`src/rtl/vlc_pkg.sv`:
```
package vlc_pkg;
  localparam int FIELD_W = 12;
  localparam int LEN_W   = 6;
  localparam int IDX_W   = 5;
  localparam int STATE_W = 32;

  typedef struct packed {
    logic [3:0]       rsvd;
    logic [1:0]       subOffs;
    logic [1:0]       subLen;
    logic [LEN_W-1:0] dstOffs;
    logic [LEN_W-1:0] srcOffs;
    logic [LEN_W-1:0] vl;
    logic [LEN_W-1:0] maxVl;
  } vstate_t;

  typedef struct packed {
    logic setVlImm;
    logic setVlReg;
    logic setBoth;
    logic setMaxTrunc;
    logic csrLoad;
    logic writeBack;
  } vstrobe_t;
endpackage

```
`src/rtl/vlc_ctrl.sv`:
```
module vlc_ctrl
  import vlc_pkg::*;
#(
  parameter int MAX_VL = 20
) (
  input  logic               clk,
  input  logic               rstN,
  input  logic               decValid,
  input  logic [FIELD_W-1:0] vlTyp,
  input  logic               optVlOvr,
  input  logic               optSubVec,
  input  logic               csrWe,
  input  logic [STATE_W-1:0] csrWdata,
  output vstrobe_t           stb,
  output logic               illegalQ
);
  localparam logic [LEN_W-1:0] MAX_LEN = LEN_W'(MAX_VL);

  logic             fieldZero, hiBit, loBit, regMode, immTooBig, decIll, decOk;
  logic             csrIll, csrOk;
  logic [LEN_W-1:0] immLen;
  logic [STATE_W-1:0] legalMask;

  assign fieldZero = (vlTyp == '0);
  assign hiBit     = vlTyp[FIELD_W-1];
  assign loBit     = vlTyp[0];
  assign regMode   = !hiBit && loBit;
  assign immLen    = LEN_W'(vlTyp[5:1]) + LEN_W'(1);
  assign immTooBig = !regMode && (immLen > MAX_LEN);

  assign decIll = decValid && !fieldZero &&
                  (!optVlOvr || (regMode && vlTyp[5:1] == '0) || immTooBig);
  assign decOk  = decValid && !fieldZero && !decIll;

  assign legalMask = optSubVec ? STATE_W'(32'h0FFF_FFFF) : STATE_W'(32'h00FF_FFFF);
  assign csrIll    = csrWe && !decValid && ((csrWdata & ~legalMask) != '0);
  assign csrOk     = csrWe && !decValid && !csrIll;

  always_comb begin
    stb             = '0;
    stb.setVlImm    = decOk && !hiBit && !loBit;
    stb.setVlReg    = decOk && regMode;
    stb.setBoth     = decOk && hiBit && !loBit;
    stb.setMaxTrunc = decOk && hiBit && loBit;
    stb.csrLoad     = csrOk;
    stb.writeBack   = decOk && (vlTyp[10:6] != '0);
  end

  always_ff @(posedge clk) begin
    if (!rstN) illegalQ <= 1'b0;
    else       illegalQ <= decIll || csrIll;
  end


  strobe_onehot_chk: assert property (@(posedge clk) disable iff (!rstN)
    $onehot0({stb.setVlImm, stb.setVlReg, stb.setBoth, stb.setMaxTrunc, stb.csrLoad}));


  wb_needs_update_chk: assert property (@(posedge clk) disable iff (!rstN)
    stb.writeBack |-> (stb.setVlImm || stb.setVlReg || stb.setBoth || stb.setMaxTrunc));
endmodule

```
`src/rtl/vlc_dpath.sv`:
```
module vlc_dpath
  import vlc_pkg::*;
#(
  parameter int XLEN = 64
) (
  input  logic               clk,
  input  logic               rstN,
  input  vstrobe_t           stb,
  input  logic [FIELD_W-1:0] vlTyp,
  input  logic [XLEN-1:0]    srcRegVal,
  input  logic [STATE_W-1:0] csrWdata,
  output vstate_t            stateQ,
  output logic               wbEnQ,
  output logic [IDX_W-1:0]   wbIdxQ,
  output logic [XLEN-1:0]    wbDataQ
);
  logic [LEN_W-1:0] immLen, regLen, newVl, newMax;
  logic             anyVlSet;
  vstate_t          stateD;

  assign immLen   = LEN_W'(vlTyp[5:1]) + LEN_W'(1);
  assign regLen   = (srcRegVal < XLEN'(stateQ.maxVl)) ? srcRegVal[LEN_W-1:0] : stateQ.maxVl;
  assign anyVlSet = stb.setVlImm || stb.setVlReg || stb.setBoth || stb.setMaxTrunc;

  always_comb begin
    newVl  = stateQ.vl;
    newMax = stateQ.maxVl;
    if (stb.setVlImm) newVl = immLen;
    if (stb.setVlReg) newVl = regLen;
    if (stb.setBoth) begin
      newVl  = immLen;
      newMax = immLen;
    end
    if (stb.setMaxTrunc) begin
      newMax = immLen;
      newVl  = (stateQ.vl > immLen) ? immLen : stateQ.vl;
    end
  end

  always_comb begin
    stateD = stateQ;
    if (stb.csrLoad) begin
      stateD = vstate_t'(csrWdata);
    end else if (anyVlSet) begin
      stateD.vl      = newVl;
      stateD.maxVl   = newMax;
      stateD.srcOffs = '0;
      stateD.dstOffs = '0;
      stateD.subOffs = '0;
    end
  end

  always_ff @(posedge clk) begin
    if (!rstN) begin
      stateQ  <= '0;
      wbEnQ   <= 1'b0;
      wbIdxQ  <= '0;
      wbDataQ <= '0;
    end else begin
      stateQ <= stateD;
      wbEnQ  <= stb.writeBack;
      if (stb.writeBack) begin
        wbIdxQ  <= vlTyp[10:6];
        wbDataQ <= XLEN'(newVl);
      end
    end
  end


  trunc_bound_chk: assert property (@(posedge clk) disable iff (!rstN)
    $past(stb.setMaxTrunc) |-> (stateQ.vl <= stateQ.maxVl));


  offs_clear_chk: assert property (@(posedge clk) disable iff (!rstN)
    $past(anyVlSet) |-> (stateQ.srcOffs == '0 && stateQ.dstOffs == '0 && stateQ.subOffs == '0));


  wb_index_chk: assert property (@(posedge clk) disable iff (!rstN)
    wbEnQ |-> (wbIdxQ != '0));


  rsvd_zero_chk: assert property (@(posedge clk) disable iff (!rstN)
    stateQ.rsvd == '0);
endmodule

```
`src/rtl/vlen_ctl_unit.sv`:
```
module vlen_ctl_unit
  import vlc_pkg::*;
#(
  parameter int XLEN   = 64,
  parameter int MAX_VL = 20
) (
  input  logic              clk,
  input  logic              rstN,
  input  logic              decValid,
  input  logic [11:0]       vlTyp,
  input  logic [XLEN-1:0]   srcRegVal,
  input  logic              optVlOvr,
  input  logic              optSubVec,
  input  logic              csrWe,
  input  logic [31:0]       csrWdata,
  output logic [31:0]       csrRdata,
  output logic [5:0]        vlOut,
  output logic [5:0]        maxVlOut,
  output logic              wbEn,
  output logic [4:0]        wbIdx,
  output logic [XLEN-1:0]   wbData,
  output logic              illegal
);
  vstrobe_t stb;
  vstate_t  stateQ;

  vlc_ctrl #(.MAX_VL(MAX_VL)) i_ctrl (
    .clk(clk), .rstN(rstN), .decValid(decValid), .vlTyp(vlTyp),
    .optVlOvr(optVlOvr), .optSubVec(optSubVec), .csrWe(csrWe),
    .csrWdata(csrWdata), .stb(stb), .illegalQ(illegal)
  );

  vlc_dpath #(.XLEN(XLEN)) i_dpath (
    .clk(clk), .rstN(rstN), .stb(stb), .vlTyp(vlTyp), .srcRegVal(srcRegVal),
    .csrWdata(csrWdata), .stateQ(stateQ), .wbEnQ(wbEn), .wbIdxQ(wbIdx),
    .wbDataQ(wbData)
  );

  assign csrRdata = stateQ;
  assign vlOut    = stateQ.vl;
  assign maxVlOut = stateQ.maxVl;


  ill_hold_chk: assert property (@(posedge clk) disable iff (!rstN)
    illegal |-> $stable(csrRdata));


  ill_no_wb_chk: assert property (@(posedge clk) disable iff (!rstN)
    illegal |-> !wbEn);
endmodule

```
`config.mk`:
```
export PLATFORM = sky130hd
export DESIGN_NAME = vlen_ctl_unit
export DESIGN_NICKNAME = d
export VERILOG_FILES = /design/src/rtl/vlc_pkg.sv /design/src/rtl/vlc_ctrl.sv /design/src/rtl/vlc_dpath.sv /design/src/rtl/vlen_ctl_unit.sv
export SDC_FILE = /design/constraint.sdc
export NUM_CORES = 1
export LEC_CHECK = 0
export ABC_AREA = 1
export BUFFER_PORTS_ARGS = -buffer_cell sky130_fd_sc_hd__clkbuf_2
export CORE_ASPECT_RATIO = 1.5
export CORE_MARGIN = 2
export CORE_UTILIZATION = 40
export CTS_CLUSTER_SIZE = 8
export DETAILED_ROUTE_END_ITERATION = 6
export GPL_ROUTABILITY_DRIVEN = 0
export GPL_TIMING_DRIVEN = 0
export PLACE_DENSITY = 0.75
export SYNTH_ARGS = -nofsm -noshare
export SYNTH_HDL_FRONTEND = slang
export SYNTH_SLANG_ARGS = --single-unit
```
`constraint.sdc`:
```
create_clock -name clk -period 2.7 [get_ports clk]
set_input_delay 0.81 -clock clk [delete_from_list [all_inputs] [get_ports clk]]
set_output_delay 0.81 -clock clk [all_outputs]
set_load 0.1 [all_outputs]
```
=== Word level (Yosys, flattened, before mapping) ===
Index checks and enable logic that the tools add are counted.
Widths: inputs -> output; s select.

* Register bits after elaboration: 45
* Latch bits: 0
* Bits in writable memories: 0
* Memory bits (read-only): 0
* Output and inout bits: 115
* Memories: 0

* $add $sub $neg: 1
* $mul: 0
* Divide/modulo/power cells: 0
* Order comparisons: 3
* Equal/unequal tests: 0
* Shift-type cells: 0
* Multiplexer cells: 13
* Bitwise logic cells: 2
* Reduce and logical (&&, ||, !) cells: 37

{| class="wikitable"
|+ Operator list
! kind !! count
|-
| $lt 64x6->1 || 1
|-
| $mux 24 || 2
|-
| $mux 6 || 8
|-
| $and 32x32->32 || 1
|-
| $not 32->32 || 1
|-
| $reduce_bool 32->1 || 1
|-
| $mux 28 || 1
|-
| $logic_and 1x1->1 || 16
|-
| $logic_not 12->1 || 1
|-
| $logic_not 1->1 || 8
|-
| $add 5x1->6 const B || 1
|-
| $gt 6x5->1 const B || 1
|-
| $gt 6x6->1 || 1
|-
| $logic_or 1x1->1 || 6
|-
| $logic_not 5->1 || 1
|-
| $reduce_bool 5->1 || 1
|-
| $mux 2 || 2
|-
| $reduce_bool 3->1 || 1
|-
| $reduce_and 2->1 || 1
|-
| $reduce_bool 2->1 || 1
|}

=== Longest topological paths before layout ===
Gate-level depths: netlist of the first run.

* Depth in word-level cells: 16
* Depth in mapped cells: 18
* Mapped depth without buffers: 18

=== Hierarchy ===
From an unflattened synthesis of the first run, not the netlist that was laid out.

* Cells, all modules: 515
* Area total of the unflattened synthesis: 3393.3 sq um

{| class="wikitable"
|+ Modules (own cells, without submodules)
! module !! instances !! cells an instance !! area each (sq um)
|-
| vlc_dpath || 1 || 453 || 3059.2
|-
| vlc_ctrl || 1 || 50 || 244.0
|-
| vlen_ctl_unit || 1 || 12 || 90.1
|}

=== Worst setup path after synthesis of the first run ===
Ideal clock, no wire load.

* Path type: register to register
* Start point: register i_dpath.stateQ[5] (netlist name)
* End point: register i_dpath.wbDataQ[0]
* Arrival time: 2.676 ns
* Required time: 2.586 ns
* Setup slack: -0.090 ns
* Cell stages (with the launch flop): 19
* Path buffers: 0
* Cells stage by stage: dfxtp_1 > inv_1 > ha_1 > nand2_1 > clkinv_1 > nor2_1 > nand2_1 > nor2_1 > nand3_1 > nand2_1 > nand2_1 > nor2_1 > nor2_1 > nand2_1 > nand2_1 > nand2_1 > nand2_1 > o21bai_1 > inv_1

* Cells in the longest elaborated chain, start to end: 5

{| class="wikitable"
|+ Ends and longest elaborated chain
! what !! RTL line !! RTL
|-
| $lt 64x6->1 || vlc_dpath.sv:22 || <nowiki>assign regLen = (srcRegVal < XLEN'(stateQ.maxVl)) ? srcRegVal[LEN_W-1:0] : stateQ.maxVl;</nowiki>
|-
| $mux 6 || vlc_dpath.sv:22 ||
|-
| $mux 6 || vlc_dpath.sv:29 || <nowiki>if (stb.setVlReg) newVl = regLen;</nowiki>
|-
| $mux 6 || vlc_dpath.sv:30 || <nowiki>if (stb.setBoth) begin</nowiki>
|-
| $mux 6 || vlc_dpath.sv:34 || <nowiki>if (stb.setMaxTrunc) begin</nowiki>
|-
| to (signal assigned) || vlc_dpath.sv:64 || <nowiki>wbDataQ <= XLEN'(newVl);</nowiki>
|-
| to (decl) || vlc_dpath.sv:15 || <nowiki>output logic [XLEN-1:0] wbDataQ</nowiki>
|}

Every way passes these cells.
A chain may end at the register's enable or synchronous reset.

=== Final worst setup path of the first run ===
* Start point: input port vlTyp[1]
* End point: register i_dpath.wbDataQ[2]

* Cells in the longest elaborated chain, start to end: 13
* Elaborated cells between the ends (all ways): 26

{| class="wikitable"
|+ Ends and longest elaborated chain
! what !! RTL line !! RTL
|-
| from (decl) || vlen_ctl_unit.sv:10 || <nowiki>input logic [11:0] vlTyp,</nowiki>
|-
| $add 5x1->6 or $logic_not 5->1 (tied branches) || vlc_ctrl.sv:28, vlc_dpath.sv:21, vlc_ctrl.sv:32 ||
|-
| $gt 6x5->1 or $logic_and 1x1->1 (tied branches) || vlc_ctrl.sv:29, vlc_ctrl.sv:32 ||
|-
| $logic_and 1x1->1 or $logic_or 1x1->1 (tied branches) || vlc_ctrl.sv:29, vlc_ctrl.sv:32 ||
|-
| $logic_or 1x1->1 || vlc_ctrl.sv:32 || <nowiki>(!optVlOvr || (regMode && vlTyp[5:1] == '0) || immTooBig);</nowiki>
|-
| $logic_and 1x1->1 || vlc_ctrl.sv:31 || <nowiki>assign decIll = decValid && !fieldZero &&</nowiki>
|-
| $logic_not 1->1 || vlc_ctrl.sv:33 || <nowiki>assign decOk = decValid && !fieldZero && !decIll;</nowiki>
|-
| $logic_and 1x1->1 || vlc_ctrl.sv:33 ||
|-
| $logic_and 1x1->1 (2 in series) || vlc_ctrl.sv:41 || <nowiki>stb.setVlImm = decOk && !hiBit && !loBit;</nowiki>
|-
| $mux 6 || vlc_dpath.sv:28 || <nowiki>if (stb.setVlImm) newVl = immLen;</nowiki>
|-
| $mux 6 || vlc_dpath.sv:29 ||
|-
| $mux 6 || vlc_dpath.sv:30 ||
|-
| $mux 6 || vlc_dpath.sv:34 ||
|}

Parallel ways exist; a longest one is shown, timed or not.

==> flow_metrics.tcl, run 1 <==
set metrics [dict create \
    io-pin-count 229 \
    final_util_pct 59.7 \
    period_share_pct 95.4 \
    cts_buffers 5 \
    p_leak_uw 0.00266 \
    ys.warnings.count 0 \
    max_stage_delay_ns 0.29 \
    fillCellCount 766 \
    grt_first_pass_wirelength_microns 16700 \
    core_region_area_sq_mm 0.00801 \
    crit_path_end_kind "flip-flop" \
    track_usage_pct 22.9 \
    switching_share_pct 43.7 \
    start_util_pct 41.3 \
    postRouteAntennaNets 0 \
    synth_xor_xnor_area_share_pct 0 \
    finalCriticalPeriod_ns 2.57 \
    port_buffers 170 \
    grt_util_met2_pct 44.9 \
    clock_latency_ns 0.29 \
    dpl-instance-area_sq_mm 0.00450 \
    hpwl_microns 8900 \
    instances_no_fill 855 \
    maxSlewViolCount 0 \
    first_iter_violations 111 \
    layout.nets 876 \
    final_cell_mix "clkbuf_2, nand2_1, buf_4" \
    cpMostUsedCell "nand2_1" \
    num_rows 40 \
    grt_pass1_vias 3754 \
    power.switching_uw 1070 \
    postSynthCellCount 514 \
    grt-ovfl-total 0 \
    status "finished clean" \
    ir_drop_mv 0.530 \
    cp_slowest_cell "a21oi_2" \
    power_frac_comb_pct 41.4 \
    cts_root_buffer "clkbuf_16" \
    wirelength_microns 10700 \
    muxShareOfSynthArea_pct 0 \
    setup-tns-final_ns 0 \
    p_per_area_mw_per_mm2 509 \
    synthAdderAreaFrac_pct 4.92 \
    hold_slack_ns 0.444 \
    wl_per_cell_microns 12.5 \
    ys_seq_area_share_pct 27.3 \
    ys_types 31 \
    synth_compound_area_share_pct 11.7 \
    path_cells "clkbuf_4, ha_4, nand3_1, nand2_1, nand2_1, inv_2, nand2_1, nand2_1, a21oi_2, nand2_2, nor2_4, buf_2, o21ai_0, a21oi_1" \
    finalHoldViolCount 0 \
    grt_max_degree 14 \
    p_seq_share_pct 29.1 \
    cap_violations 0 \
    multi_input_comb_area_sq_mm 0.00194 \
    busiest_layer "met2" \
    antenna_found_initial 0 \
    yosys.area_share.simple_pct 32.9 \
    firstDrtPassIters 4 \
    place_inst 846 \
    worstPathRequired_ns 2.92 \
    rsz0062_at_grt "true" \
    grtUsageMet3_pct 5.49 \
    hold_path.class "reg2reg" \
    r2r_cells 18 \
    synth_area_sq_mm 0.00330 \
    cts_max_path_buffers 2 \
    grt_use_met1_pct 21.9 \
    syn_to_final_growth_pct 44.7 \
    stdcell_area_sq_mm 0.00478 \
    synth_top_family_by_area "simple AND/OR/NAND/NOR gates" \
    p_clk_share_pct 29.5 \
    finalClockSkew_ns 0.00353 \
    crit_type "in2reg" \
    die_x_microns 78.2 \
    p_int_uw 1370 \
    critPathLaunchType "primary input" \
    worst_slew_pin_slew_ns 0.664 \
    holdBufCountCts 0 \
    cts_sinks 45 \
    path_max_fanout 10 \
    setup_viol 0 \
    seqCellArea_sq_um 902 \
    layout-drive-gt1-share_pct 37.9 \
    synth-seq-cells 45 \
    fmax_mhz 388 \
    antenna_cells 0 \
    cts_tree "done" \
    relSlewSlack_pct 55.4 \
    drc 0 \
    synth_area_per_cell_sq_um 6.43 \
    die-area_sq_mm 0.00902 \
    dr_total_vias 3936 \
    viasPerCell 4.60 \
    holdPathStages 2 \
    clkTransAtPathRegs_ns 0.06 \
    htreeDepth 2 \
    mostFrequentLayoutCell "clkbuf_2" \
    critPathArrivalTime_ns 2.80 \
    die_h_microns 115 \
]
==> state kept, by name, indices dropped and copies added, names as in the netlist <==
| register | cells |
|---|---|
| i_ctrl.illegalQ | 1 |
| i_dpath.stateQ | 32 |
| i_dpath.wbEnQ | 1 |
| i_dpath.wbIdxQ | 5 |
| i_dpath.wbDataQ | 6 |
==> worst max-delay path: cells and delay by family <==
kind                     cells  cell delay (ns)
adder cells (fa/ha/maj)      1             0.18
buffers and inverters        3             0.45
AO/OA/AOI/OAI                3             0.52
AND/OR/NAND/NOR              7             0.83
==> cell usage after synthesis <==
library cell,count,area (sq um)
nand2_1,125,469
buf_4,70,526
nor2_1,68,255
dfxtp_1,45,901
inv_1,40,150
a21oi_1,33,165
nand3_1,33,165
ha_1,13,163
nand4_1,13,81.3
o21ai_0,12,60.1
o21ai_1,11,55.1
inv_2,10,37.5
clkbuf_1,8,30.0
o21bai_1,5,37.5
nor3_1,4,20.0
a31oi_1,3,18.8
buf_2,2,10.0
clkinv_1,2,7.51
nand2_2,2,12.5
nand4_2,2,25.0
nor4_1,2,12.5
o211ai_1,2,15.0
a21boi_4,1,18.8
a21o_1,1,7.51
a21oi_2,1,8.76
and3_1,1,6.26
buf_1,1,3.75
conb_1,1,3.75
nand4_4,1,21.3
nor2_4,1,11.3
or2_1,1,6.26
==> power by group through the flow <==
| stage | logic (uW) | clock network (uW) | registers, uW |
|---|---|---|---|
| 6_report | 1010 | 719 | 708 |
| 3_3_place_gp | 973 | 0 | 721 |
| 5_1_grt | 1060 | 742 | 711 |
| 3_5_place_dp | 982 | 0 | 722 |
| 2_1_floorplan | 652 | 0 | 883 |
| 4_1_cts | 985 | 726 | 708 |
==> layout make-up <==
cell class	instances	area share, %
Inverter	52	4.08
Clock inverter	1	0.628
Timing Repair Buffer	171	18.1
Buffer	81	11.9
Tap cell	105	2.75
Sequential cell	45	18.9
Multi-Input combinational cell	393	40.7
Clock buffer	7	2.98
==> metrics by stage <==
| step | worst slack, ns | total power, uW |
|---|---|---|
| finish | 0.125 | 2440 |
| detailed placement | -0.227 | 1700 |
| CTS | 0.0531 | 2420 |
| global placement | -0.155 | 1690 |
| global route | -0.0312 | 2510 |
| floorplan | 0.0110 | 1530 |
==> what timing repair did <==
item,CTS,global route
setup buffers,0,1
setup endpoints to repair,0,17
gates resized for setup,0,26
hold endpoints to repair,0,0
==> cells by family (layout without fill, tap and decap cells) <==
kind of cell	count (synthesis)	after routing
flops	45	45
fa+ha+maj	13	13
other cells	1	58
simple gates	253	253
buf+inv	133	312
compound gates	69	69
==> routing by layer <==
metal	vias to the layer above	routed length, microns
met5	-	0
met2	202	5760
met3	29	927
li1	1997	-
met4	0	379
met1	1708	3610
==> path summary, 6_finish.rpt <==
path	startpoint	endpoint	slack, ns
min reg2reg	i_dpath.stateQ[28]$_SDFFE_PN0P_	i_dpath.stateQ[28]$_SDFFE_PN0P_	0.44
min	i_dpath.stateQ[28]$_SDFFE_PN0P_	i_dpath.stateQ[28]$_SDFFE_PN0P_	0.44
max reg2reg	i_dpath.stateQ[5]$_SDFFE_PN0P_	i_dpath.wbDataQ[0]$_SDFFE_PN0P_	0.50
max	vlTyp[1]	i_dpath.wbDataQ[2]$_SDFFE_PN0P_	0.13
Note: power is estimated with default switching activity, not from simulation.
==> inputs of run 2 (changes only) <==
--- a/config.mk
+++ b/config.mk
@@ -10,6 +10,7 @@
 export CORE_ASPECT_RATIO = 1.5
 export CORE_MARGIN = 2
 export CORE_UTILIZATION = 40
+export CTS_BUF_LIST = sky130_fd_sc_hd__clkbuf_2 sky130_fd_sc_hd__clkbuf_4 sky130_fd_sc_hd__clkbuf_8
 export CTS_CLUSTER_SIZE = 8
 export DETAILED_ROUTE_END_ITERATION = 6
 export GPL_ROUTABILITY_DRIVEN = 0
==> constraint.sdc (replaced) <==
create_clock -name clk -period 2.7 [get_ports clk]
set_input_delay 0.81 -clock clk [delete_from_list [all_inputs] [get_ports clk]]
set_output_delay 0.81 -clock clk [all_outputs]
set_load 0.005 [all_outputs]
==> run 2 against run 1 <==
  * Design area fell by 2.4%
  * Sequential cell count did not move
  * Highest routed layer unchanged
  * Combinational power fell by 57%
  * Clock-buffer cell count fell by 1
  * Largest cell class unchanged
  * Worst setup slack got worse by 0.012 ns
==> flow_metrics.tcl, run 2 (same netlist as run 1, synthesis figures left out) <==
set metrics [dict create \
    die-area_sq_mm 0.00902 \
    p_int_uw 1090 \
    max_stage_delay_ns 0.31 \
    cts_max_path_buffers 2 \
    fmax_mhz 387 \
    cp_slowest_cell "or2_1" \
    cts_buffers 5 \
    grt_pass1_vias 3548 \
    grt_first_pass_wirelength_microns 15800 \
    viasPerCell 4.54 \
    cap_violations 0 \
    p_seq_share_pct 44.7 \
    dpl-instance-area_sq_mm 0.00450 \
    antenna_found_initial 0 \
    hold_slack_ns 0.457 \
    postRouteAntennaNets 0 \
    antenna_cells 0 \
    cts_root_buffer "clkbuf_8" \
    top_register "i_dpath.stateQ" \
    cp_top_family "simple AND/OR/NAND/NOR gates" \
    io-pin-count 229 \
    num_rows 40 \
    final_cell_mix "clkbuf_2, nand2_1, buf_4" \
    clock_latency_ns 0.32 \
    path_max_fanout 8 \
    stdcell_area_sq_mm 0.00466 \
    dr_total_vias 3879 \
    port_buffers 170 \
    fin_ws_ns 0.114 \
    critPathLaunchType "primary input" \
    relSlewSlack_pct 59.2 \
    path_cells "clkbuf_4, nand4_1, or2_1, ha_4, nand3_1, nor2_2, nand3_1, nand2_4, nand2_2, nor2_1, nand2_1, o21ai_1, nand2_1, a21oi_1" \
    syn_to_final_growth_pct 41.2 \
    crit_path_end_kind "flip-flop" \
    ir_drop_mv 0.557 \
    cts_sinks 45 \
    finalCriticalPeriod_ns 2.59 \
    core_region_area_sq_mm 0.00801 \
    track_usage_pct 21.7 \
    grt_max_degree 15 \
    mostFrequentLayoutCell "clkbuf_2" \
    fillCellCount 812 \
    status "finished clean" \
    finalHoldViolCount 0 \
    p_leak_uw 0.00262 \
    largest_reg_flops 32 \
    worstPathRequired_ns 2.95 \
    drc 0 \
    switching_share_pct 30.9 \
    final_util_pct 58.3 \
    htreeDepth 2 \
    rsz0062_at_grt "true" \
    period_share_pct 95.8 \
    hold_path.class "reg2reg" \
    setup-tns-final_ns 0 \
    place_ws_ns -0.247 \
    path_buf_inv 1 \
    clkTransAtPathRegs_ns 0.08 \
    finalClockSkew_ns 0.00904 \
    die_h_microns 115 \
    die_x_microns 78.2 \
    critPathArrivalTime_ns 2.83 \
    power_frac_comb_pct 27.7 \
    layout-drive-gt1-share_pct 36.9 \
    worst_slew_pin_slew_ns 0.607 \
    first_iter_violations 125 \
    setup_viol 0 \
    wl_per_cell_microns 12.0 \
    top_regs "i_dpath.stateQ: 32 flops, i_dpath.wbDataQ: 6 flops, i_dpath.wbIdxQ: 5 flops" \
    maxSlewViolCount 0 \
    start_util_pct 41.3 \
    wirelength_microns 10200 \
    firstDrtPassIters 5 \
    layout.nets 876 \
    cts_tree "done" \
    grt-ovfl-total 0 \
    hpwl_microns 8680 \
    crit_type "in2reg" \
    p_per_area_mw_per_mm2 339 \
    power.switching_uw 489 \
    p_clk_share_pct 27.6 \
]
run 2: layout make-up:
type                            instances  area (sq um)  share of cell area [%]
Tap cell                              105           131                    2.82
Clock inverter                          2          15.0                   0.322
Inverter                               52           195                    4.18
Buffer                                 81           569                    12.2
Sequential cell                        45           901                    19.3
Timing Repair Buffer                  171           866                    18.6
Multi-Input combinational cell        393          1910                    41.0
Clock buffer                            6          76.3                    1.64
run 2: worst reg2reg max path, stage by stage, from the launching register on:
cell and delay [ns]:
dfxtp_1 0.44, inv_1 0.09, ha_1 0.28, nand2_1 0.06, clkinv_1 0.05, nor2_1 0.09
nand2_1 0.07, nor2_2 0.22, nand3_2 0.19, nand2_1 0.10, nand2_1 0.05, nor2_1 0.09
nor2_1 0.06, nand2_1 0.07, nand2_1 0.06, nand2_1 0.06, nand2_1 0.07, o21bai_1 0.14
inv_1 0.05
run 2: power by group through the flow:
stage / sequential, uW / clock, uW / combinational (uW)
after global placement: 721 / 0 / 411
after CTS: 707 / 443 / 422
after global routing: 711 / 474 / 492
after floorplan: 719 / 0 / 254
after detailed placement: 722 / 0 / 420
final: 707 / 437 / 439
run 2: layer usage:
layer | GRT usage (%) | vias up | wire [microns]
li1 | - | 1990 | -
met1 | 21.2 | 1679 | 3650
met2 | 42.6 | 182 | 5410
met3 | 5.26 | 28 | 840
met4 | 9.59 | 0 | 325
met5 | 0 | - | 0
run 2: worst paths after layout:
path                                    from                              end  cells past startpoint  slack [ns]
max                                 vlTyp[1]  i_dpath.stateQ[11]$_SDFFE_PN0P_                     14        0.11
min reg2reg  i_dpath.stateQ[28]$_SDFFE_PN0P_  i_dpath.stateQ[28]$_SDFFE_PN0P_                      2        0.46
max reg2reg   i_dpath.stateQ[5]$_SDFFE_PN0P_  i_dpath.wbDataQ[0]$_SDFFE_PN0P_                     18        0.36
min          i_dpath.stateQ[28]$_SDFFE_PN0P_  i_dpath.stateQ[28]$_SDFFE_PN0P_                      2        0.46
run 2: stage by stage:
stage | total power [uW] | instances
floorplan | 973 | 571
global placement | 1130 | 846
detailed placement | 1140 | 846
CTS | 1570 | 854
global route | 1680 | 855
finish | 1580 | 855
run 2: what timing repair did:
action                     4_1_cts  5_1_grt
gates resized for setup          0       16
setup buffers                    0        1
hold endpoints to repair         0        0
hold buffers                     0        0
setup endpoints to repair        0       12
